**src/rtl/tseq_pkg.sv**
```systemverilog
package tseq_pkg;
  localparam int SR_W      = 32;
  localparam int SR_DS_BIT = 31;
  localparam int SR_KS_BIT = 30;
  localparam int SR_KP_BIT = 29;
  localparam int SR_NX_BIT = 28;
  localparam logic [8:0] FORCED_BUID = 9'h07F;

  localparam logic [1:0] ACC_LOAD  = 2'd0;
  localparam logic [1:0] ACC_STORE = 2'd1;
  localparam logic [1:0] ACC_FETCH = 2'd2;

  localparam logic [1:0] FK_NONE = 2'd0;
  localparam logic [1:0] FK_INST = 2'd1;
  localparam logic [1:0] FK_DATA = 2'd2;

  typedef enum logic [1:0] {RS_NONE, RS_NOTFOUND, RS_PROT, RS_NOEXEC} rsn_t;

  function automatic logic pick_key(logic ks, logic kp, logic user);
    return user ? kp : ks;
  endfunction

  function automatic logic [31:0] fault_word(rsn_t r, logic fetch, logic store);
    logic [31:0] w;
    case (r)
      RS_NOTFOUND: w = 32'h4000_0000;
      RS_PROT:     w = 32'h0800_0000;
      RS_NOEXEC:   w = 32'h1000_0000;
      default:     w = 32'h0;
    endcase
    if (!fetch && store && r != RS_NONE) w = w | 32'h0200_0000;
    return w;
  endfunction
endpackage

```
**src/rtl/tseq_seg_decode.sv**
```systemverilog
module tseq_seg_decode
  import tseq_pkg::*;
#(
  parameter int EA_W   = 32,
  parameter int SEG_N  = 16,
  parameter int VSID_W = 24
) (
  input  logic [SEG_N*SR_W-1:0] seg_regs_i,
  input  logic [EA_W-1:0]       ea_i,
  input  logic                  user_i,
  output logic                  ds_o,
  output logic                  forced_o,
  output logic                  nx_o,
  output logic                  key_o,
  output logic [VSID_W-1:0]     vsid_o,
  output logic [EA_W-1:0]       forced_pa_o
);
  localparam int SEL_W = $clog2(SEG_N);

  logic [SEL_W-1:0] sel;
  logic [SR_W-1:0]  sr;

  assign sel = ea_i[EA_W-1 -: SEL_W];
  assign sr  = seg_regs_i[sel*SR_W +: SR_W];

  assign ds_o        = sr[SR_DS_BIT];
  assign forced_o    = sr[SR_DS_BIT] && (sr[28:20] == FORCED_BUID);
  assign nx_o        = sr[SR_NX_BIT];
  assign key_o       = pick_key(sr[SR_KS_BIT], sr[SR_KP_BIT], user_i);
  assign vsid_o      = sr[VSID_W-1:0];
  assign forced_pa_o = {sr[SEL_W-1:0], ea_i[EA_W-SEL_W-1:0]};
endmodule

```
**src/rtl/tseq_fault_enc.sv**
```systemverilog
module tseq_fault_enc
  import tseq_pkg::*;
(
  input  rsn_t        reason_i,
  input  logic [1:0]  kind_i,
  output logic [1:0]  fkind_o,
  output logic [31:0] status_o
);
  logic is_fetch;
  assign is_fetch = (kind_i == ACC_FETCH);
  assign fkind_o  = (reason_i == RS_NONE) ? FK_NONE : (is_fetch ? FK_INST : FK_DATA);
  assign status_o = fault_word(reason_i, is_fetch, kind_i == ACC_STORE);
endmodule

```
**src/rtl/tseq_top.sv**
```systemverilog
module tseq_top
  import tseq_pkg::*;
#(
  parameter int EA_W   = 32,
  parameter int SEG_N  = 16,
  parameter int VSID_W = 24
) (
  input  logic                  clk,
  input  logic                  rst_n,
  input  logic                  req_valid_i,
  output logic                  req_ready_o,
  input  logic [EA_W-1:0]       req_ea_i,
  input  logic [1:0]            req_kind_i,
  input  logic                  itrans_en_i,
  input  logic                  dtrans_en_i,
  input  logic                  user_mode_i,
  input  logic                  blk_present_i,
  input  logic [SEG_N*32-1:0]   seg_regs_i,
  output logic                  blk_req_o,
  output logic [EA_W-1:0]       blk_ea_o,
  output logic [1:0]            blk_kind_o,
  output logic                  blk_user_o,
  input  logic                  blk_done_i,
  input  logic                  blk_hit_i,
  input  logic                  blk_ok_i,
  input  logic [EA_W-1:0]       blk_pa_i,
  output logic                  walk_req_o,
  output logic                  walk_pass_o,
  output logic [VSID_W-1:0]     walk_vsid_o,
  output logic [EA_W-1:0]       walk_ea_o,
  output logic                  walk_key_o,
  output logic                  walk_nx_o,
  output logic [1:0]            walk_kind_o,
  input  logic                  walk_done_i,
  input  logic                  walk_found_i,
  input  logic                  walk_ok_i,
  input  logic [EA_W-1:0]       walk_pa_i,
  output logic                  done_o,
  output logic                  fault_o,
  output logic [EA_W-1:0]       pa_o,
  output logic [1:0]            fault_kind_o,
  output logic [31:0]           fault_status_o,
  output logic [EA_W-1:0]       fault_addr_o
);
  typedef enum logic [2:0] {ST_IDLE, ST_START, ST_BLK, ST_SEG, ST_WALK} st_t;

  st_t             st_q, st_n;
  logic [EA_W-1:0] ea_q;
  logic [1:0]      kind_q;
  logic            pass_q, pass_n;

  logic            fin, blk_fire, walk_fire;
  rsn_t            reason;
  logic [EA_W-1:0] pa_n;

  logic            seg_ds, seg_forced, seg_nx, seg_key;
  logic [VSID_W-1:0] seg_vsid;
  logic [EA_W-1:0] forced_pa;
  logic [1:0]      enc_fkind;
  logic [31:0]     enc_status;
  logic            is_fetch, real_mode;

  assign is_fetch  = (kind_q == ACC_FETCH);
  assign real_mode = is_fetch ? !itrans_en_i : !dtrans_en_i;

  tseq_seg_decode #(.EA_W(EA_W), .SEG_N(SEG_N), .VSID_W(VSID_W)) u_seg (
    .seg_regs_i (seg_regs_i),
    .ea_i       (ea_q),
    .user_i     (user_mode_i),
    .ds_o       (seg_ds),
    .forced_o   (seg_forced),
    .nx_o       (seg_nx),
    .key_o      (seg_key),
    .vsid_o     (seg_vsid),
    .forced_pa_o(forced_pa)
  );

  tseq_fault_enc u_enc (
    .reason_i (reason),
    .kind_i   (kind_q),
    .fkind_o  (enc_fkind),
    .status_o (enc_status)
  );

  always_comb begin
    st_n      = st_q;
    pass_n    = pass_q;
    fin       = 1'b0;
    reason    = RS_NONE;
    pa_n      = '0;
    blk_fire  = 1'b0;
    walk_fire = 1'b0;
    case (st_q)
      ST_IDLE: if (req_valid_i) st_n = ST_START;
      ST_START: begin
        if (real_mode) begin
          fin  = 1'b1;
          pa_n = ea_q;
        end else if (blk_present_i) begin
          blk_fire = 1'b1;
          st_n     = ST_BLK;
        end else begin
          st_n = ST_SEG;
        end
      end
      ST_BLK: if (blk_done_i) begin
        if (blk_hit_i) begin
          fin = 1'b1;
          if (blk_ok_i) pa_n = blk_pa_i;
          else          reason = RS_PROT;
        end else begin
          st_n = ST_SEG;
        end
      end
      ST_SEG: begin
        if (seg_ds) begin
          fin = 1'b1;
          if (seg_forced)    pa_n = forced_pa;
          else if (is_fetch) reason = RS_NOEXEC;
          else               reason = RS_PROT;
        end else if (is_fetch && seg_nx) begin
          fin    = 1'b1;
          reason = RS_NOEXEC;
        end else begin
          walk_fire = 1'b1;
          pass_n    = 1'b0;
          st_n      = ST_WALK;
        end
      end
      ST_WALK: if (walk_done_i) begin
        if (walk_found_i) begin
          fin = 1'b1;
          if (walk_ok_i) pa_n = walk_pa_i;
          else           reason = RS_PROT;
        end else if (!pass_q) begin
          walk_fire = 1'b1;
          pass_n    = 1'b1;
        end else begin
          fin    = 1'b1;
          reason = RS_NOTFOUND;
        end
      end
      default: st_n = ST_IDLE;
    endcase
    if (fin) st_n = ST_IDLE;
  end

  always_ff @(posedge clk or negedge rst_n) begin
    if (!rst_n) begin
      st_q           <= ST_IDLE;
      ea_q           <= '0;
      kind_q         <= ACC_LOAD;
      pass_q         <= 1'b0;
      blk_req_o      <= 1'b0;
      walk_req_o     <= 1'b0;
      done_o         <= 1'b0;
      fault_o        <= 1'b0;
      pa_o           <= '0;
      fault_kind_o   <= FK_NONE;
      fault_status_o <= '0;
      fault_addr_o   <= '0;
    end else begin
      st_q       <= st_n;
      pass_q     <= pass_n;
      blk_req_o  <= blk_fire;
      walk_req_o <= walk_fire;
      done_o     <= fin;
      if (st_q == ST_IDLE && req_valid_i) begin
        ea_q   <= req_ea_i;
        kind_q <= req_kind_i;
      end
      if (fin) begin
        fault_o        <= (reason != RS_NONE);
        pa_o           <= pa_n;
        fault_kind_o   <= enc_fkind;
        fault_status_o <= enc_status;
        fault_addr_o   <= (reason != RS_NONE) ? ea_q : '0;
      end
    end
  end

  assign req_ready_o = (st_q == ST_IDLE);
  assign blk_ea_o    = ea_q;
  assign blk_kind_o  = kind_q;
  assign blk_user_o  = user_mode_i;
  assign walk_pass_o = pass_q;
  assign walk_vsid_o = seg_vsid;
  assign walk_ea_o   = ea_q;
  assign walk_key_o  = seg_key;
  assign walk_nx_o   = seg_nx;
  assign walk_kind_o = kind_q;

  // the two sub-units are never asked in the same cycle
  p_one_sub_r2: assert property (@(posedge clk) disable iff (!rst_n)
    !(blk_req_o && walk_req_o));

  // a result strobe lasts one cycle and leaves the sequencer idle
  p_done_pulse_r10: assert property (@(posedge clk) disable iff (!rst_n)
    done_o |=> !done_o);
  p_done_idle_r10: assert property (@(posedge clk) disable iff (!rst_n)
    done_o |-> req_ready_o);

  // no walk for a fetch from a no-execute segment
  p_no_walk_nx_r5: assert property (@(posedge clk) disable iff (!rst_n)
    walk_req_o |-> !(walk_kind_o == ACC_FETCH && walk_nx_o));

  // the secondary pass only follows a primary miss
  p_pass1_after_miss_r9: assert property (@(posedge clk) disable iff (!rst_n)
    (walk_req_o && walk_pass_o) |-> $past(walk_done_i && !walk_found_i));

  // a fault record always names an exception kind
  p_fault_kind_r7: assert property (@(posedge clk) disable iff (!rst_n)
    (done_o && fault_o) |-> (fault_kind_o != FK_NONE));
endmodule

```
**config.mk**
```make
export PLATFORM = sky130hd
export DESIGN_NAME = tseq_top
export DESIGN_NICKNAME = d
export VERILOG_FILES = /design/src/rtl/tseq_pkg.sv /design/src/rtl/tseq_seg_decode.sv /design/src/rtl/tseq_fault_enc.sv /design/src/rtl/tseq_top.sv
export SDC_FILE = /design/constraint.sdc
export NUM_CORES = 1
export LEC_CHECK = 0
export BUFFER_PORTS_ARGS = -buffer_cell sky130_fd_sc_hd__buf_2
export CAP_MARGIN = 10
export CORE_AREA = 3 3 316 318
export CTS_CLUSTER_SIZE = 10
export DETAILED_ROUTE_END_ITERATION = 16
export DIE_AREA = 0 0 319 321
export PLACE_DENSITY = 0.36
export SKIP_CTS_REPAIR_TIMING = 1
export SLEW_MARGIN = 10
export SYNTH_ARGS = -nofsm -noshare
export SYNTH_HDL_FRONTEND = slang
export SYNTH_HIERARCHICAL = 1
export SYNTH_SLANG_ARGS = --single-unit
```
**constraint.sdc**
```tcl
create_clock -name clk -period 3.2 [get_ports clk]
set_input_delay 0.16 -clock clk [delete_from_list [all_inputs] [get_ports clk]]
set_output_delay 0.16 -clock clk [all_outputs]
set_load 0.01 [all_outputs]
```
==> results of run 1 <==
[cells in the final DEF, fill, tap and decap left out, types with 7 or more instances in the layout]
master / n
nand4b_1: 16
dlygate4sd3_1: 42
a22o_1: 32
buf_12: 15
mux2_2: 35
nand3_1: 10
conb_1: 28
clkbuf_16: 22
nor4_1: 32
mux2i_1: 7
buf_6: 12
diode_2: 21
inv_1: 7
nor2_1: 10
mux2_4: 34
buf_4: 61
buf_2: 820
dfrtp_1: 137
nand2_1: 37
a31oi_1: 30
a222oi_1: 27
mux4_2: 135
[power breakdown]
part | total [uW] | internal (uW) | switching (uW)
Combinational | 11500 | 5540 | 6000
Sequential | 3630 | 2680 | 951
Clock | 2250 | 1310 | 938
Total | 17400 | 9530 | 7890
[cells by family after synthesis]
| group | Yosys count | share of synthesized area |
|---|---|---|
| other cells | 1 | 0.0003600 |
| simple gates | 137 | 0.07795 |
| flops | 140 | 0.3363 |
| compound gates | 129 | 0.1003 |
| mux | 212 | 0.3741 |
| buf+inv | 181 | 0.1110 |
[area by class of cell]
class	instances	area, um2	share of cell area
Multi-Input combinational cell	507	6163	0.3503
Timing Repair Buffer	959	5615	0.3191
Sequential cell	140	3512	0.1996
Tap cell	1276	1597	0.09073
Clock buffer	19	432.9	0.02460
Clock inverter	13	187.7	0.01067
Antenna cell	21	52.55	0.002986
Inverter	9	36.28	0.002062
[stage by stage]
stage	setup TNS, ns	cell area, um2	hold slack [ns]	utilization
floorplan	-0.007542	10530	-0.1356	-
global placement	-22.28	15780	0.3043	0.1629
detailed placement	-21.11	15780	0.2885	0.1629
CTS	-32.85	16400	-0.2714	0.1693
global route	-6.257	17560	0.0008561	0.1813
finish	-0.2071	17600	0.02649	0.1817
[worst min-delay path, delay by kind of cell]
family / cells / cell delay (ns)
buffers and inverters: 1 / 0.08
AOI/OAI and AO/OA: 2 / 0.22
[path summary, 6_finish.rpt]
check                             start                  to
hold / removal             blk_pa_i[17]            pa_o[17]
setup / recovery           blk_ea_o[28]  fault_status_o[30]
min in group asynchronous         rst_n        blk_ea_o[15]
setup reg to reg           blk_ea_o[28]  fault_status_o[30]
hold reg to reg                 fault_o             fault_o
max in group asynchronous         rst_n  fault_status_o[19]
[routing by layer]
metal / track usage / wire length (um) / up-vias
met4: 0.03081 / 1584 / 22
li1: - / - / 4869
met1: 0.1605 / 29530 / 5899
met3: 0.05053 / 6348 / 119
met2: 0.2685 / 42560 / 586
met5: 0 / 149 / -
[sequential cells by signal, indices dropped and copies added, names as in the netlist]
| register | count |
|---|---|
| blk_ea_o | 32 |
| blk_kind_o | 2 |
| blk_req_o | 1 |
| done_o | 1 |
| fault_addr_o | 32 |
| fault_kind_o | 2 |
| fault_o | 1 |
| fault_status_o | 32 |
| pa_o | 32 |
| st_q | 3 |
| walk_pass_o | 1 |
| walk_req_o | 1 |
==> flow_summary.yaml, run 1 <==
setup_path:
  slowest_delay_ns: 0.51
  endpoint_kind: "flop"
  crit_buf_inv: 4
  required_ns: 3.55
  cp_num_cells: 14
  cpMostUsedCell: "o211ai_1"
  critical_path.top_delay_family: "multiplexers"
  arrival_ns: 3.58
  ff2ff_path_depth: 14
  cp_cell_sequence: "buf_8 > buf_6 > mux4_2 > a22oi_2 > nand3_2 > nand4_1 > nor4b_4 > nand2_2 > buf_12 > o211ai_1 > o211ai_1 > buf_4 > and2b_2 > mux2_4"
  startpoint_type: "flop"
  critical_path.slowest_cell: "dfrtp_4"
  worstPathMaxFanout: 8
  reg2reg_slack_ns: -0.03
  path_class: "reg -> reg"
layout:
  finalNonFillerCells: 2944
  drive_above_1_share: 0.7243
  fill_cells: 10770
  area_growth_syn_to_layout_pct: 68.92
  fin_nets: 2257
synthesis:
  synth_seq_cells: 140
  synth_commonest_cells: "dfrtp_1, mux4_2, buf_4, nand2_1"
  ys.flop_type: "dfrtp_1"
  synth_area_mm2: 0.01042
  synthCells: 800
  syn_area_per_cell_um2: 13.02
  ys_warn_count: 6
  ys_seq_area_frac: 0.3363
  netlist_top_cells_area: "dfrtp_1, mux4_2, buf_4"
  async_flop_share: 1.000
  synth_area_leader_cell: "dfrtp_1"
  yosysMostFrequentCell: "dfrtp_1"
  synth_top_area_frac: 0.3363
  yosysUniqueCellTypes: 55
  synth_edf_count: 0
detailed_routing:
  wirelength_um: 80170
  dr.pass1.iters: 6
  routedWlPerCell_um: 27.23
  drc: 0
  first_iter_violations: 851
  postRouteAntennaNets: 0
  vias_per_cell: 3.905
  vias: 11500
timing:
  tightest_slew_ns: 0.8481
  hold_viol_final: 0
  finalSetupViolCount: 19
  finClkSkew_ns: 0.02469
  slew_viol_final: 0
  max_slew_margin: 0.4346
  setup_ws_ns: -0.02769
  finalCritPeriodShare: 1.009
  fmax_ghz: 0.3098
  min_period_ns: 3.228
  rsz0062_at_grt: "true"
global_route:
  grt_usage: 0.1454
  antenna_found_initial: 58
  grt_pass1_wl_um: 102200
  grt_max_degree: 71
  grt_overflow: 0
  grt_pass1_vias: 11840
pwr:
  powerDensity_mw_per_mm2: 989.9
  ir_drop_mv: 0.4124
  power_uw: 17420
  p_leak_uw: 0.008010
worst_hold_path:
  min_delay_path_depth: 3
  hold_class: "in -> reg"
placed_design:
  place_hpwl_um: 65440
  port_buffers: 821
  post-place-cells: 2812
  gp_congestion: 0.8884
  place_ws_ns: -0.5598
clock_tree:
  clock_latency_ns: 0.49
  cts_tree: "yes"
  ctsRootBufferMaster: "clkbuf_16"
  htreeDepth: 4
  clock_sinks: 140
  clk_pin_slew_worst_paths_ns: 0.08
  numCtsBuffers: 17
  clk_path_buf_depth: 2
die:
  fp.dieH_um: 321
  core_mm2: 0.09685
  die_w_um: 319
  die_area_mm2: 0.1024
  initial_utilization: 0.1076
  num_rows: 114
  io_pins: 822
status:
  status: "finished, violations left"
  failed_checks: "setup timing"
job:
  maxCapViolCount: 0
Power figures use the tool's default switching activity.
==> run 2: changes to the inputs <==
--- a/config.mk
+++ b/config.mk
@@ -6,11 +6,10 @@
 export NUM_CORES = 1
 export LEC_CHECK = 0
 export BUFFER_PORTS_ARGS = -buffer_cell sky130_fd_sc_hd__buf_2
-export CAP_MARGIN = 10
-export CORE_AREA = 3 3 316 318
+export CORE_AREA = 4 4 317 319
 export CTS_CLUSTER_SIZE = 10
 export DETAILED_ROUTE_END_ITERATION = 16
-export DIE_AREA = 0 0 319 321
+export DIE_AREA = 0 0 321 323
 export PLACE_DENSITY = 0.36
 export SKIP_CTS_REPAIR_TIMING = 1
 export SLEW_MARGIN = 10
==> run 2 against run 1 <==
  * The flow now finishes without violations
  * Sequential power grew 1%
  * First-iteration DRC count shrank 4.2%
  * Via count shrank 0.90%
  * Die area grew 1.3%
  * Sequential cell count is the same
  * Non-clock buffer count shrank 32
  * Cell count shrank 0.48%
  * Global-route usage grew 0.093 points
  * Maximum frequency grew 2.2%
  * Combinational power shrank 6%
  * Final area shrank 2.7%
  * Hold slack gained 0.010 ns
  * Critical path type unchanged
  * Largest cell class unchanged
  * Largest power group unchanged
==> flow_summary.yaml, run 2 (synthesis gave the netlist of run 1 again) <==
timing:
  fmax_ghz: 0.3166
  min_period_ns: 3.159
  setup_ws_ns: 0.04127
  rsz0062_at_grt: "true"
  finalCritPeriodShare: 0.9871
  tightest_slew_ns: 0.7569
  finClkSkew_ns: 0.03022
  finalSetupViolCount: 0
  hold_viol_final: 0
  max_slew_margin: 0.4954
  whs_ns: 0.03690
  slew_viol_final: 0
layout:
  multi_input_area_mm2: 0.006020
  drive_above_1_share: 0.7032
  area_growth_syn_to_layout_pct: 64.29
  fin_nets: 2224
  final_common_cell: "buf_2"
  final_util: 0.1749
  fill_cells: 11030
  register_area_mm2: 0.003512
  mostFrequentLayoutCells: "buf_2, dfrtp_1, mux4_2"
  finalNonFillerCells: 2930
detailed_routing:
  first_iter_violations: 815
  wirelength_um: 80020
  vias: 11390
  drc: 0
  postRouteAntennaNets: 0
  vias_per_cell: 3.888
  routedWlPerCell_um: 27.31
  dr.pass1.iters: 5
global_route:
  use_met2: 0.2484
  grtUsageMet3: 0.05938
  grt_overflow: 0
  grt_pass1_vias: 11970
  met1_usage: 0.1589
  grt_max_degree: 65
  grt_pass1_wl_um: 103200
  grt_usage: 0.1463
  antenna_found_initial: 68
  grt-busiest-layer: "met2"
die:
  fp.dieH_um: 323
  core_mm2: 0.09784
  io_pins: 822
  die_area_mm2: 0.1037
  num_rows: 115
  die_w_um: 321
  initial_utilization: 0.1065
worst_hold_path:
  hold_class: "in -> reg"
setup_path:
  reg2reg_slack_ns: 0.04
  required_ns: 3.54
  ff2ff_path_depth: 11
  startpoint_type: "flop"
  critical_path.slowest_cell: "mux4_2"
  setup.worst_path.end: "fault_kind_o[1]"
  worstPathMaxFanout: 6
  arrival_ns: 3.50
  slowest_delay_ns: 0.54
  cp_cell_sequence: "buf_12 > mux4_2 > mux4_2 > nor4b_4 > buf_4 > nand2_4 > o211ai_1 > o211ai_1 > nor2_2 > a21oi_1 > mux2_4"
  cp-startpoint: "blk_ea_o[31]"
  endpoint_kind: "flop"
  r2r-start: "blk_ea_o[31]"
  r2r-end: "fault_kind_o[1]"
  path_class: "reg -> reg"
clock_tree:
  ctsRootBufferMaster: "clkbuf_16"
  clk_pin_slew_worst_paths_ns: 0.08
  htreeDepth: 4
  clk_path_buf_depth: 2
  clock_sinks: 140
  numCtsBuffers: 17
  clock_latency_ns: 0.48
  cts_tree: "yes"
pwr:
  p_leak_uw: 0.007735
  power_uw: 16720
  powerDensity_mw_per_mm2: 977.0
  ir_drop_mv: 0.4143
placed_design:
  post-place-cells: 2822
  port_buffers: 821
  place_ws_ns: -0.1711
  gp_congestion: 0.9276
  place_hpwl_um: 68280
status:
  status: "finished clean"
job:
  maxCapViolCount: 0
[run 2: cell types whose count changed in the layout (fill, tap and decap cells not counted), moves of 4 or more]
cell,previous run,this run
mux2_1,0,27
buf_4,61,44
buf_6,12,8
diode_2,21,29
buf_12,15,11
mux2_4,34,6
[run 2: per-layer routing]
metal | vias to the layer above | share of wire
met3 | 136 | 0.095
met1 | 5775 | 0.36
met5 | - | 0.0023
met2 | 637 | 0.50
met4 | 28 | 0.046
li1 | 4815 | -
[run 2: worst min-delay path by stage]
stage / from / endpoint / slack, ns / depth (start not counted)
6_report: blk_pa_i[20] / pa_o[20] / 0.04 / 3
5_1_grt: walk_pa_i[20] / pa_o[20] / 0.009 / 3
4_1_cts: rst_n / blk_ea_o[13] / -0.28 / 1
3_5_place_dp: rst_n / blk_ea_o[20] / 0.27 / 1
3_3_place_gp: rst_n / blk_ea_o[20] / 0.27 / 1
2_1_floorplan: rst_n / blk_ea_o[0] / -0.14 / 0
[run 2: power by group]
group          leakage, uW  total (uW)  internal (uW)  switching, uW
logic              0.00571       10800           4980           5870
registers          0.00173        3680           2670           1010
clock network     0.000298        2190           1260            935
[run 2: stage by stage]
step,TNS (ns),area [um2]
2_1_floorplan,-0.007542,10530
6_report,0,17120
3_3_place_gp,-3.413,15750
3_5_place_dp,-6.836,15750
5_1_grt,-3.433,17080
4_1_cts,-17.36,16370
[run 2: critical path, delay by kind of cell, from the launching register on]
family	cells	cell delay, ns
AND/OR/NAND/NOR	3	0.59
multiplexers	3	1.31
flip-flops	1	0.39
buffers and inverters	2	0.32
AO/OA/AOI/OAI	3	0.42
[run 2: layout make-up]
cell class | count | area share
flip-flops and latches | 140 | 0.2052
diodes | 29 | 0.004240
repair buffers | 927 | 0.3065
well taps | 1287 | 0.09409
clock inverters | 14 | 0.01053
clock buffers | 18 | 0.02566
inverters | 9 | 0.002120
multi-input cells | 506 | 0.3517
